$ cat src/rtl/qdac_pkg.sv
// Shared constants and types for the four-channel register slave.
// Assumes the address map is fixed at four channels (2-bit channel index).
package qdac_pkg;
    localparam int NCH      = 4;
    localparam int CH_W     = 2;
    localparam int FRAME_W  = 24;
    localparam int DATA_W   = 16;
    localparam int PAY_W    = 13;
    localparam int ADDR_W   = 5;
    localparam int RD_BIT   = 23;
    localparam int ADDR_LSB = 16;
    localparam int SEL_LSB  = 13;

    typedef enum logic [2:0] {
        SUB_SLEW = 3'd0,
        SUB_MAIN = 3'd1,
        SUB_DAC  = 3'd2,
        SUB_DCDC = 3'd3,
        SUB_SW   = 3'd4
    } sub_sel_e;

    localparam logic [ADDR_W-1:0] WA_GAIN = 5'h08;
    localparam logic [ADDR_W-1:0] WA_OFFS = 5'h10;
    localparam logic [ADDR_W-1:0] WA_CTRL = 5'h1C;

    localparam logic [ADDR_W-1:0] RA_STATUS = 5'h18;
    localparam logic [ADDR_W-1:0] RA_MAIN   = 5'h19;
    localparam logic [ADDR_W-1:0] RA_DCDC   = 5'h1A;

    localparam logic [FRAME_W-1:0] NOP_WORD = 24'h1CE000;
endpackage

$ cat src/rtl/qdac_spi_sync.sv
// Brings sclk, cs_n and mosi into the clk domain and marks their edges.
// Assumes sclk half-periods span at least STAGES+2 clk cycles; STAGES >= 2.
module qdac_spi_sync #(
    parameter int STAGES = 2
) (
    input  logic clk,
    input  logic rst_n,
    input  logic sclk,
    input  logic cs_n,
    input  logic mosi,
    output logic sclk_rise,
    output logic sclk_fall,
    output logic cs_act,
    output logic cs_start,
    output logic cs_end,
    output logic mosi_s
);
    logic [STAGES:0]   sclk_p;
    logic [STAGES:0]   csn_p;
    logic [STAGES-1:0] mosi_p;

    // Synchroniser chains, one extra stage on sclk/cs_n for edge detection.
    always_ff @(posedge clk) begin
        if (!rst_n) begin
            sclk_p <= '0;
            csn_p  <= '1;
            mosi_p <= '0;
        end else begin
            sclk_p <= {sclk_p[STAGES-1:0], sclk};
            csn_p  <= {csn_p[STAGES-1:0], cs_n};
            mosi_p <= {mosi_p[STAGES-2:0], mosi};
        end
    end

    assign sclk_rise = sclk_p[STAGES-1] & ~sclk_p[STAGES];
    assign sclk_fall = ~sclk_p[STAGES-1] & sclk_p[STAGES];
    assign cs_act    = ~csn_p[STAGES-1];
    assign cs_start  = ~csn_p[STAGES-1] & csn_p[STAGES];
    assign cs_end    = csn_p[STAGES-1] & ~csn_p[STAGES];
    assign mosi_s    = mosi_p[STAGES-1];
endmodule

$ cat src/rtl/qdac_frame_shift.sv
// Collects one serial frame and shifts one reply word out.
// Reports a frame only when exactly FRAME_W bits arrived before cs_n rose.
module qdac_frame_shift #(
    parameter int FRAME_W = 24
) (
    input  logic               clk,
    input  logic               rst_n,
    input  logic               sclk_rise,
    input  logic               sclk_fall,
    input  logic               cs_act,
    input  logic               cs_start,
    input  logic               cs_end,
    input  logic               mosi_s,
    input  logic [FRAME_W-1:0] tx_word,
    output logic               frame_v,
    output logic [FRAME_W-1:0] frame_q,
    output logic               miso
);
    localparam int CNT_W   = $clog2(FRAME_W + 2);
    localparam int CNT_SAT = FRAME_W + 1;

    logic [FRAME_W-1:0] rx_sr;
    logic [FRAME_W-1:0] tx_sr;
    logic [CNT_W-1:0]   bit_cnt;

    // Receive shifter with saturating bit counter; frame reported at cs end.
    always_ff @(posedge clk) begin
        if (!rst_n) begin
            rx_sr   <= '0;
            bit_cnt <= '0;
            frame_v <= 1'b0;
            frame_q <= '0;
        end else begin
            frame_v <= 1'b0;
            if (cs_start) begin
                bit_cnt <= '0;
            end else if (cs_end) begin
                frame_v <= (bit_cnt == CNT_W'(FRAME_W));
                frame_q <= rx_sr;
            end else if (cs_act && sclk_rise) begin
                rx_sr <= {rx_sr[FRAME_W-2:0], mosi_s};
                if (bit_cnt != CNT_W'(CNT_SAT))
                    bit_cnt <= bit_cnt + 1'b1;
            end
        end
    end

    // Transmit shifter: load at cs start, advance on each falling sclk edge.
    always_ff @(posedge clk) begin
        if (!rst_n) begin
            tx_sr <= '0;
            miso  <= 1'b0;
        end else if (cs_start) begin
            tx_sr <= tx_word;
            miso  <= tx_word[FRAME_W-1];
        end else if (!cs_act) begin
            miso  <= 1'b0;
        end else if (sclk_fall && bit_cnt != '0) begin
            tx_sr <= {tx_sr[FRAME_W-2:0], 1'b0};
            miso  <= tx_sr[FRAME_W-2];
        end
    end

    // the counter never runs past its saturation value
    a_r9_cnt_bound: assert property (@(posedge clk) disable iff (!rst_n)
        bit_cnt <= CNT_W'(CNT_SAT));

    // miso stays low once the frame select has been idle for a cycle
    a_r10_miso_idle: assert property (@(posedge clk) disable iff (!rst_n)
        (!cs_act && $past(!cs_act)) |-> !miso);

    // a reported frame is a single-cycle event
    a_r1_frame_pulse: assert property (@(posedge clk) disable iff (!rst_n)
        frame_v |=> !frame_v);
endmodule

$ cat src/rtl/qdac_reg_bank.sv
// Decodes complete frames into register writes and selects readback data.
// Assumes frame_v is a one-cycle pulse with frame_q valid in that cycle.
module qdac_reg_bank
    import qdac_pkg::*;
(
    input  logic                   clk,
    input  logic                   rst_n,
    input  logic                   frame_v,
    input  logic [FRAME_W-1:0]     frame_q,
    input  logic [DATA_W-1:0]      status_in,
    output logic [NCH*DATA_W-1:0]  data_o,
    output logic [NCH*DATA_W-1:0]  gain_o,
    output logic [NCH*DATA_W-1:0]  offset_o,
    output logic [NCH*PAY_W-1:0]   dac_ctrl_o,
    output logic [NCH*PAY_W-1:0]   slew_o,
    output logic [PAY_W-1:0]       main_o,
    output logic [PAY_W-1:0]       dcdc_o,
    output logic                   sw_pulse_o,
    output logic [PAY_W-1:0]       sw_val_o,
    output logic [DATA_W-1:0]      pend_o
);
    logic                 is_rd;
    logic                 is_wr;
    logic [ADDR_W-1:0]    addr;
    logic [DATA_W-1:0]    wdat;
    logic [2:0]           sel;
    logic [PAY_W-1:0]     pay;
    logic [CH_W-1:0]      rch;
    logic                 ctrl_hit;
    logic [DATA_W-1:0]    rd_word;
    logic                 unused_bits;

    logic [DATA_W-1:0] data_r [NCH];
    logic [DATA_W-1:0] gain_r [NCH];
    logic [DATA_W-1:0] offs_r [NCH];
    logic [PAY_W-1:0]  dac_r  [NCH];
    logic [PAY_W-1:0]  slew_r [NCH];
    logic [PAY_W-1:0]  main_r;
    logic [PAY_W-1:0]  dcdc_r;

    assign is_rd       = frame_q[RD_BIT];
    assign is_wr       = frame_v & ~is_rd;
    assign addr        = frame_q[ADDR_LSB +: ADDR_W];
    assign wdat        = frame_q[DATA_W-1:0];
    assign sel         = wdat[DATA_W-1:SEL_LSB];
    assign pay         = wdat[PAY_W-1:0];
    assign rch         = addr[CH_W-1:0];
    assign ctrl_hit    = is_wr && (addr[ADDR_W-1:CH_W] == WA_CTRL[ADDR_W-1:CH_W]);
    assign unused_bits = ^frame_q[RD_BIT-1:ADDR_LSB+ADDR_W];

    for (genvar c = 0; c < NCH; c++) begin : g_ch
        // Per-channel storage updated by its own write addresses.
        always_ff @(posedge clk) begin
            if (!rst_n) begin
                data_r[c] <= '0;
                gain_r[c] <= '0;
                offs_r[c] <= '0;
                dac_r[c]  <= '0;
                slew_r[c] <= '0;
            end else if (is_wr) begin
                if (addr == ADDR_W'(c))             data_r[c] <= wdat;
                if (addr == (WA_GAIN | ADDR_W'(c))) gain_r[c] <= wdat;
                if (addr == (WA_OFFS | ADDR_W'(c))) offs_r[c] <= wdat;
                if (ctrl_hit && rch == CH_W'(c)) begin
                    if (sel == SUB_SLEW) slew_r[c] <= pay;
                    if (sel == SUB_DAC)  dac_r[c]  <= pay;
                end
            end
        end

        assign data_o[c*DATA_W +: DATA_W]    = data_r[c];
        assign gain_o[c*DATA_W +: DATA_W]    = gain_r[c];
        assign offset_o[c*DATA_W +: DATA_W]  = offs_r[c];
        assign dac_ctrl_o[c*PAY_W +: PAY_W]  = dac_r[c];
        assign slew_o[c*PAY_W +: PAY_W]      = slew_r[c];

        // a code write lands in the addressed channel on the next cycle
        a_r2_code_write: assert property (@(posedge clk) disable iff (!rst_n)
            (frame_v && !frame_q[RD_BIT] && frame_q[ADDR_LSB +: ADDR_W] == ADDR_W'(c))
            |=> data_o[c*DATA_W +: DATA_W] == $past(frame_q[DATA_W-1:0]));
    end

    // Shared control words and the software strobe.
    always_ff @(posedge clk) begin
        if (!rst_n) begin
            main_r     <= '0;
            dcdc_r     <= '0;
            sw_pulse_o <= 1'b0;
            sw_val_o   <= '0;
        end else begin
            sw_pulse_o <= 1'b0;
            if (ctrl_hit) begin
                if (sel == SUB_MAIN) main_r <= pay;
                if (sel == SUB_DCDC) dcdc_r <= pay;
                if (sel == SUB_SW) begin
                    sw_pulse_o <= 1'b1;
                    sw_val_o   <= pay;
                end
            end
        end
    end

    assign main_o = main_r;
    assign dcdc_o = dcdc_r;

    // Read-side address decode, grouped by the upper three address bits.
    always_comb begin
        rd_word = '0;
        case (addr[ADDR_W-1:CH_W])
            3'b000: rd_word = data_r[rch];
            3'b001: rd_word = DATA_W'(dac_r[rch]);
            3'b010: rd_word = gain_r[rch];
            3'b011: rd_word = offs_r[rch];
            3'b101: rd_word = DATA_W'(slew_r[rch]);
            3'b110: begin
                if (addr == RA_STATUS)    rd_word = status_in;
                else if (addr == RA_MAIN) rd_word = DATA_W'(main_r);
                else if (addr == RA_DCDC) rd_word = DATA_W'(dcdc_r);
            end
            default: rd_word = '0;
        endcase
    end

    // Pending reply: captured by a read, cleared by any other complete frame.
    always_ff @(posedge clk) begin
        if (!rst_n)
            pend_o <= '0;
        else if (frame_v)
            pend_o <= is_rd ? rd_word : '0;
    end

    // a complete write frame leaves nothing to return
    a_r7_pend_clear: assert property (@(posedge clk) disable iff (!rst_n)
        (frame_v && !frame_q[RD_BIT]) |=> pend_o == '0);

    // the no-operation word touches no stored control value
    a_r8_nop_inert: assert property (@(posedge clk) disable iff (!rst_n)
        (frame_v && frame_q == NOP_WORD)
        |=> ($stable(dac_ctrl_o) && $stable(slew_o) && $stable(main_o)
             && $stable(dcdc_o) && !sw_pulse_o));

    // the software strobe lasts exactly one cycle
    a_r4_sw_single: assert property (@(posedge clk) disable iff (!rst_n)
        sw_pulse_o |=> !sw_pulse_o);
endmodule

$ cat src/rtl/qdac_spi_regs.sv
// Top: four-channel converter register slave on a mode-0 SPI link.
// Assumes sclk is slow relative to clk (see qdac_spi_sync) and cs_n
// returns high between frames.
module qdac_spi_regs
    import qdac_pkg::*;
#(
    parameter int SYNC_STAGES = 2
) (
    input  logic                  clk,
    input  logic                  rst_n,
    input  logic                  sclk,
    input  logic                  cs_n,
    input  logic                  mosi,
    output logic                  miso,
    input  logic [DATA_W-1:0]     status_in,
    output logic [NCH*DATA_W-1:0] data_o,
    output logic [NCH*DATA_W-1:0] gain_o,
    output logic [NCH*DATA_W-1:0] offset_o,
    output logic [NCH*PAY_W-1:0]  dac_ctrl_o,
    output logic [NCH*PAY_W-1:0]  slew_o,
    output logic [PAY_W-1:0]      main_o,
    output logic [PAY_W-1:0]      dcdc_o,
    output logic                  sw_pulse_o,
    output logic [PAY_W-1:0]      sw_val_o
);
    logic               sclk_rise, sclk_fall, cs_act, cs_start, cs_end, mosi_s;
    logic               frame_v;
    logic [FRAME_W-1:0] frame_q;
    logic [DATA_W-1:0]  pend;
    logic [FRAME_W-1:0] tx_word;

    assign tx_word = {{(FRAME_W-DATA_W){1'b0}}, pend};

    qdac_spi_sync #(.STAGES(SYNC_STAGES)) u_sync (
        .clk       (clk),
        .rst_n     (rst_n),
        .sclk      (sclk),
        .cs_n      (cs_n),
        .mosi      (mosi),
        .sclk_rise (sclk_rise),
        .sclk_fall (sclk_fall),
        .cs_act    (cs_act),
        .cs_start  (cs_start),
        .cs_end    (cs_end),
        .mosi_s    (mosi_s)
    );

    qdac_frame_shift #(.FRAME_W(FRAME_W)) u_shift (
        .clk       (clk),
        .rst_n     (rst_n),
        .sclk_rise (sclk_rise),
        .sclk_fall (sclk_fall),
        .cs_act    (cs_act),
        .cs_start  (cs_start),
        .cs_end    (cs_end),
        .mosi_s    (mosi_s),
        .tx_word   (tx_word),
        .frame_v   (frame_v),
        .frame_q   (frame_q),
        .miso      (miso)
    );

    qdac_reg_bank u_bank (
        .clk        (clk),
        .rst_n      (rst_n),
        .frame_v    (frame_v),
        .frame_q    (frame_q),
        .status_in  (status_in),
        .data_o     (data_o),
        .gain_o     (gain_o),
        .offset_o   (offset_o),
        .dac_ctrl_o (dac_ctrl_o),
        .slew_o     (slew_o),
        .main_o     (main_o),
        .dcdc_o     (dcdc_o),
        .sw_pulse_o (sw_pulse_o),
        .sw_val_o   (sw_val_o),
        .pend_o     (pend)
    );
endmodule

$ cat config.mk
export PLATFORM = sky130hd
export DESIGN_NAME = qdac_spi_regs
export DESIGN_NICKNAME = d
export VERILOG_FILES = /design/src/rtl/qdac_pkg.sv /design/src/rtl/qdac_spi_sync.sv /design/src/rtl/qdac_frame_shift.sv /design/src/rtl/qdac_reg_bank.sv /design/src/rtl/qdac_spi_regs.sv
export SDC_FILE = /design/constraint.sdc
export NUM_CORES = 1
export LEC_CHECK = 0
export BUFFER_PORTS_ARGS = -buffer_cell sky130_fd_sc_hd__buf_2
export CORE_ASPECT_RATIO = 2
export CORE_MARGIN = 2
export CORE_UTILIZATION = 43
export CTS_BUF_LIST = sky130_fd_sc_hd__clkbuf_4
export DETAILED_ROUTE_END_ITERATION = 8
export PLACE_DENSITY = 0.64
export SYNTH_ARGS = -nofsm -noshare
export SYNTH_HDL_FRONTEND = slang
export SYNTH_SLANG_ARGS = --single-unit
export TNS_END_PERCENT = 100
$ cat constraint.sdc
create_clock -name clk -period 2.4 [get_ports clk]
set_input_delay 0.48 -clock clk [delete_from_list [all_inputs] [get_ports clk]]
set_output_delay 0.48 -clock clk [all_outputs]
set_load 0.02 [all_outputs]
==> metrics.txt, run 1 <==
top post-synthesis cells by count=and2_1 (302), edfxtp_1 (296), mux2i_1 (177), dfxtp_1 (142), nand2_1 (98); CTS Buffer Depth=3; crit path DAT=between 3 and 4 ns; crit path cell chain=buf_12 -> buf_4 -> mux4_2 -> nor2b_1 -> o21ai_0 -> a31oi_1; largest family of logic cells by synthesized area=simple AND/OR/NAND/NOR gates; Nets=2058; fin worst setup slack=-0.0492 ns; core box area=~45000 um2; Crit. End Element=flop; synth unique cells=52; Fmax achieved=0.408 GHz; FF-to-FF End=u_bank.pend_o[12]; Final Hold Fails=0; final instance area=~24000 um2; Worst VDD drop=0.434 mV; gr ovfl total=0; post-DP HPWL=approximately 53000 um; max-slew violations=0; min Tclk post-route=2.45 ns; flop2flop setup slack=-0.05 ns; Crit Path Category=reg -> reg; clk sinks=approximately 440; number of I/O pins=358; worst hold path type=in -> reg; Routed Antenna Nets=0; net switching fraction of the power=between 20% and 30%; Reg power frac=between 50% and 60%; number of H-tree levels=3; CTS tree=built; Area after DPL=22400 um2; Residual DRC=0; vias in the first global route=between 15000 and 20000; Syn. warnings=0; R2R cell count=6; Site Rows=110; post-CTS setup buffer count=0; clk root buf=clkbuf_4; die area=~47000 um2; Die X-Extent=155 um; Top delay family on crit path=compound AO/OA/AOI/OAI gates; final core occ=between 50% and 60%; CP Launch Point=u_shift.frame_q[19]; Clk pwr share=between 30% and 40%; Worst Max-Slew Pin Slew=between 1 and 1.5 ns; drt total wl=~72000 um; final setup vio count=1; top post-synthesis cells by area=edfxtp_1 (45%), dfxtp_1 (15%), and2_1 (9.7%); share of layout cells above drive strength 1=between 30% and 40%; post-synth top area cell=edfxtp_1; Synth Net Count=around 1600; Routed WL per cell=27.0 um; area grow syn2layout=20.9%; crit path buf inv count=2; Max FO, Critical Path=25; largest net degree at the start of global routing=87; Lkg Pwr=roughly 9 nW; sequential cell area fraction in the yosys report=between 50 and 60%; failing checks=negative setup slack; Primary FF master, synth=edfxtp_1; Slew Limit Headroom=23.6%; post-synthesis mux area share=between 10% and 20%; Logic pwr share=around 7%; RSZ-0062 raised after global routing=no; crit path capture=u_bank.pend_o[12]; total CTS buffers=96; Mapped Cells=between 1500 and 2000; first-pass GRT wire length=~100000 um; Via Count=~15000; slowest CP cell=o21ai_0; clk_lat worst skew=0.81 ns; Post-Syn Area=between 15000 and 20000 um2; RD Place Congestion=just over 1; max incr delay on CP=0.69 ns; Compound-Gate Fraction of Synth Area=around 6.3%; post-synth top area share=between 40% and 50%; GRT Util Overall=about 30%; Required @ worst endpoint=around 3.1 ns; Reg-to-Reg Start=u_shift.frame_q[19]; Pint=between 0.01 and 0.015 W; PwrDens=about 650 nW/um2; number of flops mapped to enable cells by yosys=around 300; Final Cycle Share=102%; fin cells=between 2000 and 3000; asr flop ratio synth=0%; vias per std cell=5.64; Initial Utilization=between 40 and 50%; status=finished with violations; Post-Synth XOR/XNOR Area=0.224%; initial antenna violation count=5; MaxCap Viol Count=0; Placed Cells=2487; count leader, synth=and2_1; drt pass-1 iters=5; hold_ws=roughly 0.24 ns; Adder-Cell Fraction of Synth Area=0.384%; Starting DRT DRC Count=between 1500 and 2000; dpl ws=-0.0699 ns; clk slew on worst S/H paths=0.08 ns; Synth Register Bits=438; Startpoint Class=flop; chip height=roughly 310 um; average size of a mapped cell=12.3 um2; Net Switching=0.00394 W; Simple-Gate Fraction of Synth Area=between 10% and 20%; clock skew=around 0.055 ns; Port Buffers=357; WP depth=6
## power groups by stage
stage          Combinational (W)  Sequential [W]  Clock [W]
2_1_floorplan           0.000268         0.00895          0
3_3_place_gp             0.00110         0.00871          0
3_5_place_dp             0.00110         0.00871          0
4_1_cts                  0.00111         0.00854    0.00585
5_1_grt                  0.00116         0.00856    0.00623
6_report                 0.00112         0.00855    0.00577
## state kept, by name, summed over array words and instances (netlist names), named ones only
name,count
u_bank.pend_o,16
u_shift.frame_v,1
u_bank.sw_pulse_o,1
u_shift.tx_sr,23
u_sync.csn_p,3
u_shift.bit_cnt,5
u_bank.sw_val_o,13
u_bank.dcdc_o,13
u_sync.mosi_p,2
u_sync.sclk_p,3
u_shift.miso,1
u_bank.data_r,64
u_bank.offs_r,64
u_bank.slew_r,52
u_bank.dac_r,52
u_shift.frame_q,22
u_bank.main_o,13
u_shift.rx_sr,24
u_bank.gain_r,64
## worst min-delay path by stage
stage	startpoint	endpoint	slack, ns	depth (start not counted)
after detailed placement	u_sync.csn_p[0]	u_sync.csn_p[1]	0.40	1
final	rst_n	u_sync.csn_p[2]	0.24	3
after CTS	rst_n	u_sync.csn_p[2]	0.17	3
after floorplan	u_sync.csn_p[0]	u_sync.csn_p[1]	0.39	1
after global routing	rst_n	u_sync.csn_p[2]	0.20	3
after global placement	u_sync.csn_p[0]	u_sync.csn_p[1]	0.40	1
## layer usage
metal	wire [um]	global-route usage, %
met4	5220	19.5
met1	24100	32.0
met3	5400	5.87
met5	13	0
met2	37200	53.0
## kinds of logic (layout without fill, tap and decap cells)
group / count (synthesis) / in the layout
compound gates: 203 / 203
xor+xnor: 5 / 5
fa+ha+maj: 6 / 6
buf+inv: 139 / 651
flops: 438 / 438
mux: 213 / 213
other cells: 0 / 3
simple gates: 589 / 589
## stage by stage
step	total power, W	TNS, ns
after floorplan	0.00922	-14.67
after global placement	0.00981	-0.0654
after detailed placement	0.00981	-0.0699
after CTS	0.0155	0
after global routing	0.0159	0
final	0.0154	-0.0492
## what timing repair did
item,4_1_cts,5_1_grt
setup endpoints to repair,1,0
endpoints found under the hold margin,6,0
hold buffers,6,0
resized for setup,1,0
## tightest hold or removal path, cell delays in order
cell and delay (ns):
buf_2 0.18, buf_4 0.26, nand2_1 0.08
## layout make-up
class                   instances  area (um2)
well taps                     560         701
multi-input cells            1016        7180
clock inverters                35         191
inverters                       6        22.5
diodes                          3        7.51
flip-flops and latches        438       11700
clock buffers                 137        1030
repair buffers                473        2790
fillers                      4017       21400
## placed cells by master (no fill, tap or decap), types with 34 or more instances in the layout
cell | Yosys | layout
nor2b_1 | 34 | 34
nand2_1 | 98 | 98
a21oi_1 | 58 | 58
dfxtp_1 | 142 | 140
nor2_1 | 67 | 67
clkbuf_4 | 0 | 137
buf_4 | 14 | 101
and2_1 | 302 | 302
buf_2 | 30 | 357
o21ai_0 | 64 | 43
mux2i_1 | 177 | 177
edfxtp_1 | 296 | 296
No activity file was read; power rests on OpenSTA's default activity.
==> run 2: changes to the inputs <==
SYNTH_HIERARCHICAL = 1   (was unset)
==> run 2 against run 1 <==
Net effect: the flow now finishes without violations; area after synthesis is 0.29% higher; non-clock buffer count is 13 lower; cell count is 0.94% higher; first-iteration DRC count is 5.5% lower; flip-flop and latch count is 2 lower; via count is 1.3% higher; count of clock-buffer cells in the layout is 11 higher; setup slack better by 0.29 ns; total power is 1.1% higher; final area is 0.33% higher; critical path type unchanged; critical endpoint is now u_bank/pend_o[5]; highest routed layer unchanged.
==> metrics.txt, run 2 <==
Syn. warnings=6 (+6); average size of a mapped cell=12.1 um2 (-1.5%); Startpoint Class=flop; most common cell after layout, fill and taps aside=buf_2; clk slew on worst S/H paths=0.08 ns (about the same); Post-Syn Area=19600 um2 (+0.29%); CTS tree=built; net switching fraction of the power=25.9% (+0.40 points); clk_lat worst skew=0.83 ns (+0.02 ns); crit path DAT=2.84 ns (-0.26 ns); FF-to-FF End=u_bank/pend_o[5]; Site Rows=110 (unchanged); Lkg Pwr=9.21 nW (+2.0%); Routed Antenna Nets=0 (unchanged); Placed Cells=2512 (+1.0%); largest net degree at the start of global routing=116 (+33%); clock skew=0.0653 ns (+0.00978 ns); Routed WL per cell=27.3 um (+1.2%); Pint=0.0116 W (+0.56%); worst hold path type=in -> reg; GRT Util Overall=30.4% (+0.56 points); core box area=45000 um2 (unchanged); drt total wl=73500 um (+2.2%); gr ovfl total=0 (unchanged); die area=47500 um2 (+0.29%); flop2flop setup slack=0.24 ns (+0.29 ns); PwrDens=658 nW/um2 (+0.77%); clk sinks=436 (-0.46%); slowest CP cell=mux4_2; Starting DRT DRC Count=1519 (-5.5%); Logic pwr share=7.6% (+0.4 points); share of layout cells above drive strength 1=32.4% (-0.24 points); hold_ws=0.117 ns (-0.122 ns); WHS Path Cells=5 (+2); hold worst-path end=u_bank/pend_o[14]; Final Cycle Share=90.0% (-12 points); leading registers by flop count=u_bank/data_r (64), u_bank/gain_r (64), u_bank/offs_r (64); post-DP HPWL=52500 um (-0.83%); min Tclk post-route=2.16 ns (-0.289 ns); Die X-Extent=155 um (+0.14%); chip height=306 um (+0.15%); total CTS buffers=99 (+3.1%); number of H-tree levels=3 (unchanged); Worst VDD drop=0.476 mV (+9.7%); Port Buffers=357 (unchanged); drt pass-1 iters=6 (+1); Slew Limit Headroom=37.5% (+14 points); Initial Utilization=43.6% (+0.13 points); Nets=2080 (+1.1%); first-pass GRT wire length=104000 um (+2.2%); max-slew violations=0 (unchanged); final setup vio count=0 (-1); Crit. End Element=flop; fin cells=2693 (+0.94%); most frequent cells in the layout=buf_2 (357), and2_1 (310), edfxtp_1 (296); clk root buf=clkbuf_4; Reg power frac=54.6% (-0.8 points); max incr delay on CP=0.55 ns (-0.14 ns); Max FO, Critical Path=18 (-28%); area grow syn2layout=20.9% (about the same); CTS Buffer Depth=3 (unchanged); Reg-to-Reg Start=u_shift/frame_q[16]; initial antenna violation count=5 (unchanged); Via Count=15256 (+1.3%); Mapped Cells=1622 (+1.8%); Worst Max-Slew Pin Slew=0.933 ns (-0.211 ns); vias in the first global route=15457 (+2.6%); Net Switching=0.00404 W (+2.7%); Required @ worst endpoint=3.08 ns (+0.03 ns); flip-flop and latch area=11700 um2 (-0.32%); crit path cell chain=buf_12 -> buf_4 -> mux4_2 -> mux2_2 -> nand2_1 -> a31oi_1; area of the multi-input gates=7280 um2 (+1.5%); status=completed; Hold Startpoint=status_in[14]; Crit Path Category=reg -> reg; Final Hold Fails=0 (unchanged); cts repair resizes=0 (-1); vias per std cell=5.67 (+0.37%); MaxCap Viol Count=0 (unchanged); RSZ-0062 raised after global routing=no; Residual DRC=0 (unchanged); RD Place Congestion=0.961 (-5.0%); Fmax achieved=0.463 GHz (+13%); number of I/O pins=358 (unchanged); Clk pwr share=37.8% (+0.4 points); fill count=3973 (-1.1%); R2R cell count=6 (unchanged)
==> run 2: per-layer routing <==
metal / global-route usage [%] / share of wire, % / up-vias
met2: 54.8 / 53 / 828
met5: 0 / 0.0095 / -
met4: 19.6 / 6.9 / 2
met1: 32.1 / 33 / 7506
met3: 5.77 / 6.6 / 192
li1: - / - / 6728
==> run 2: worst max path at each step <==
stage | from | endpoint | slack (ns)
6_report | u_shift/frame_q[16] | u_bank/pend_o[5] | 0.24
4_1_cts | u_shift/frame_q[16] | u_bank/pend_o[8] | 0.23
3_3_place_gp | u_shift/frame_q[16] | u_bank/pend_o[5] | 0.31
5_1_grt | u_shift/frame_q[16] | u_bank/pend_o[15] | 0.14
2_1_floorplan | u_shift/frame_q[19] | u_bank/gain_r[1][0] | -0.31
3_5_place_dp | u_shift/frame_q[16] | u_bank/pend_o[15] | 0.31
==> run 2: repair_timing <==
item / CTS / global route
setup endpoints to repair: 0 / 0
hold buffers: 3 / 0
buffers inserted: 0 / 0
endpoints found under the hold margin: 3 / 0
==> run 2: layout make-up <==
type                    instances  share of cell area [%]
multi-input cells            1052                    30.7
diodes                          3                  0.0316
well taps                     560                    2.95
clock inverters                27                   0.606
flip-flops and latches        436                    49.3
repair buffers                460                    11.6
clock buffers                 148                    4.68
inverters                       7                   0.111
==> run 2: worst max-delay path, delay by kind of cell, from the launching register on <==
kind	cells	cell delay, ns
buffers and inverters	2	0.40
DFF	1	0.53
muxes	2	0.87
and+or+nand+nor	1	0.09
AOI/OAI and AO/OA	1	0.08
==> run 2: power groups by stage <==
stage | combinational, W | sequential (W) | clock, W
2_1_floorplan | 0.000286 | 0.00892 | 0
3_3_place_gp | 0.00117 | 0.00867 | 0
3_5_place_dp | 0.00117 | 0.00868 | 0
4_1_cts | 0.00118 | 0.00851 | 0.00602
5_1_grt | 0.00122 | 0.00853 | 0.00640
6_report | 0.00118 | 0.00852 | 0.00590
==> run 2: metrics by stage <==
stage               utilization [%]  setup slack, ns  TNS, ns  area (um2)  total power, W
detailed placement             49.8            0.308        0       22400         0.00985
global route                   52.7            0.143        0       23700          0.0162
CTS                            52.7            0.232        0       23700          0.0157
finish                         52.7            0.239        0       23700          0.0156
floorplan                         -           -0.313   -28.72       19600         0.00921
global placement               49.8            0.309        0       22400         0.00984
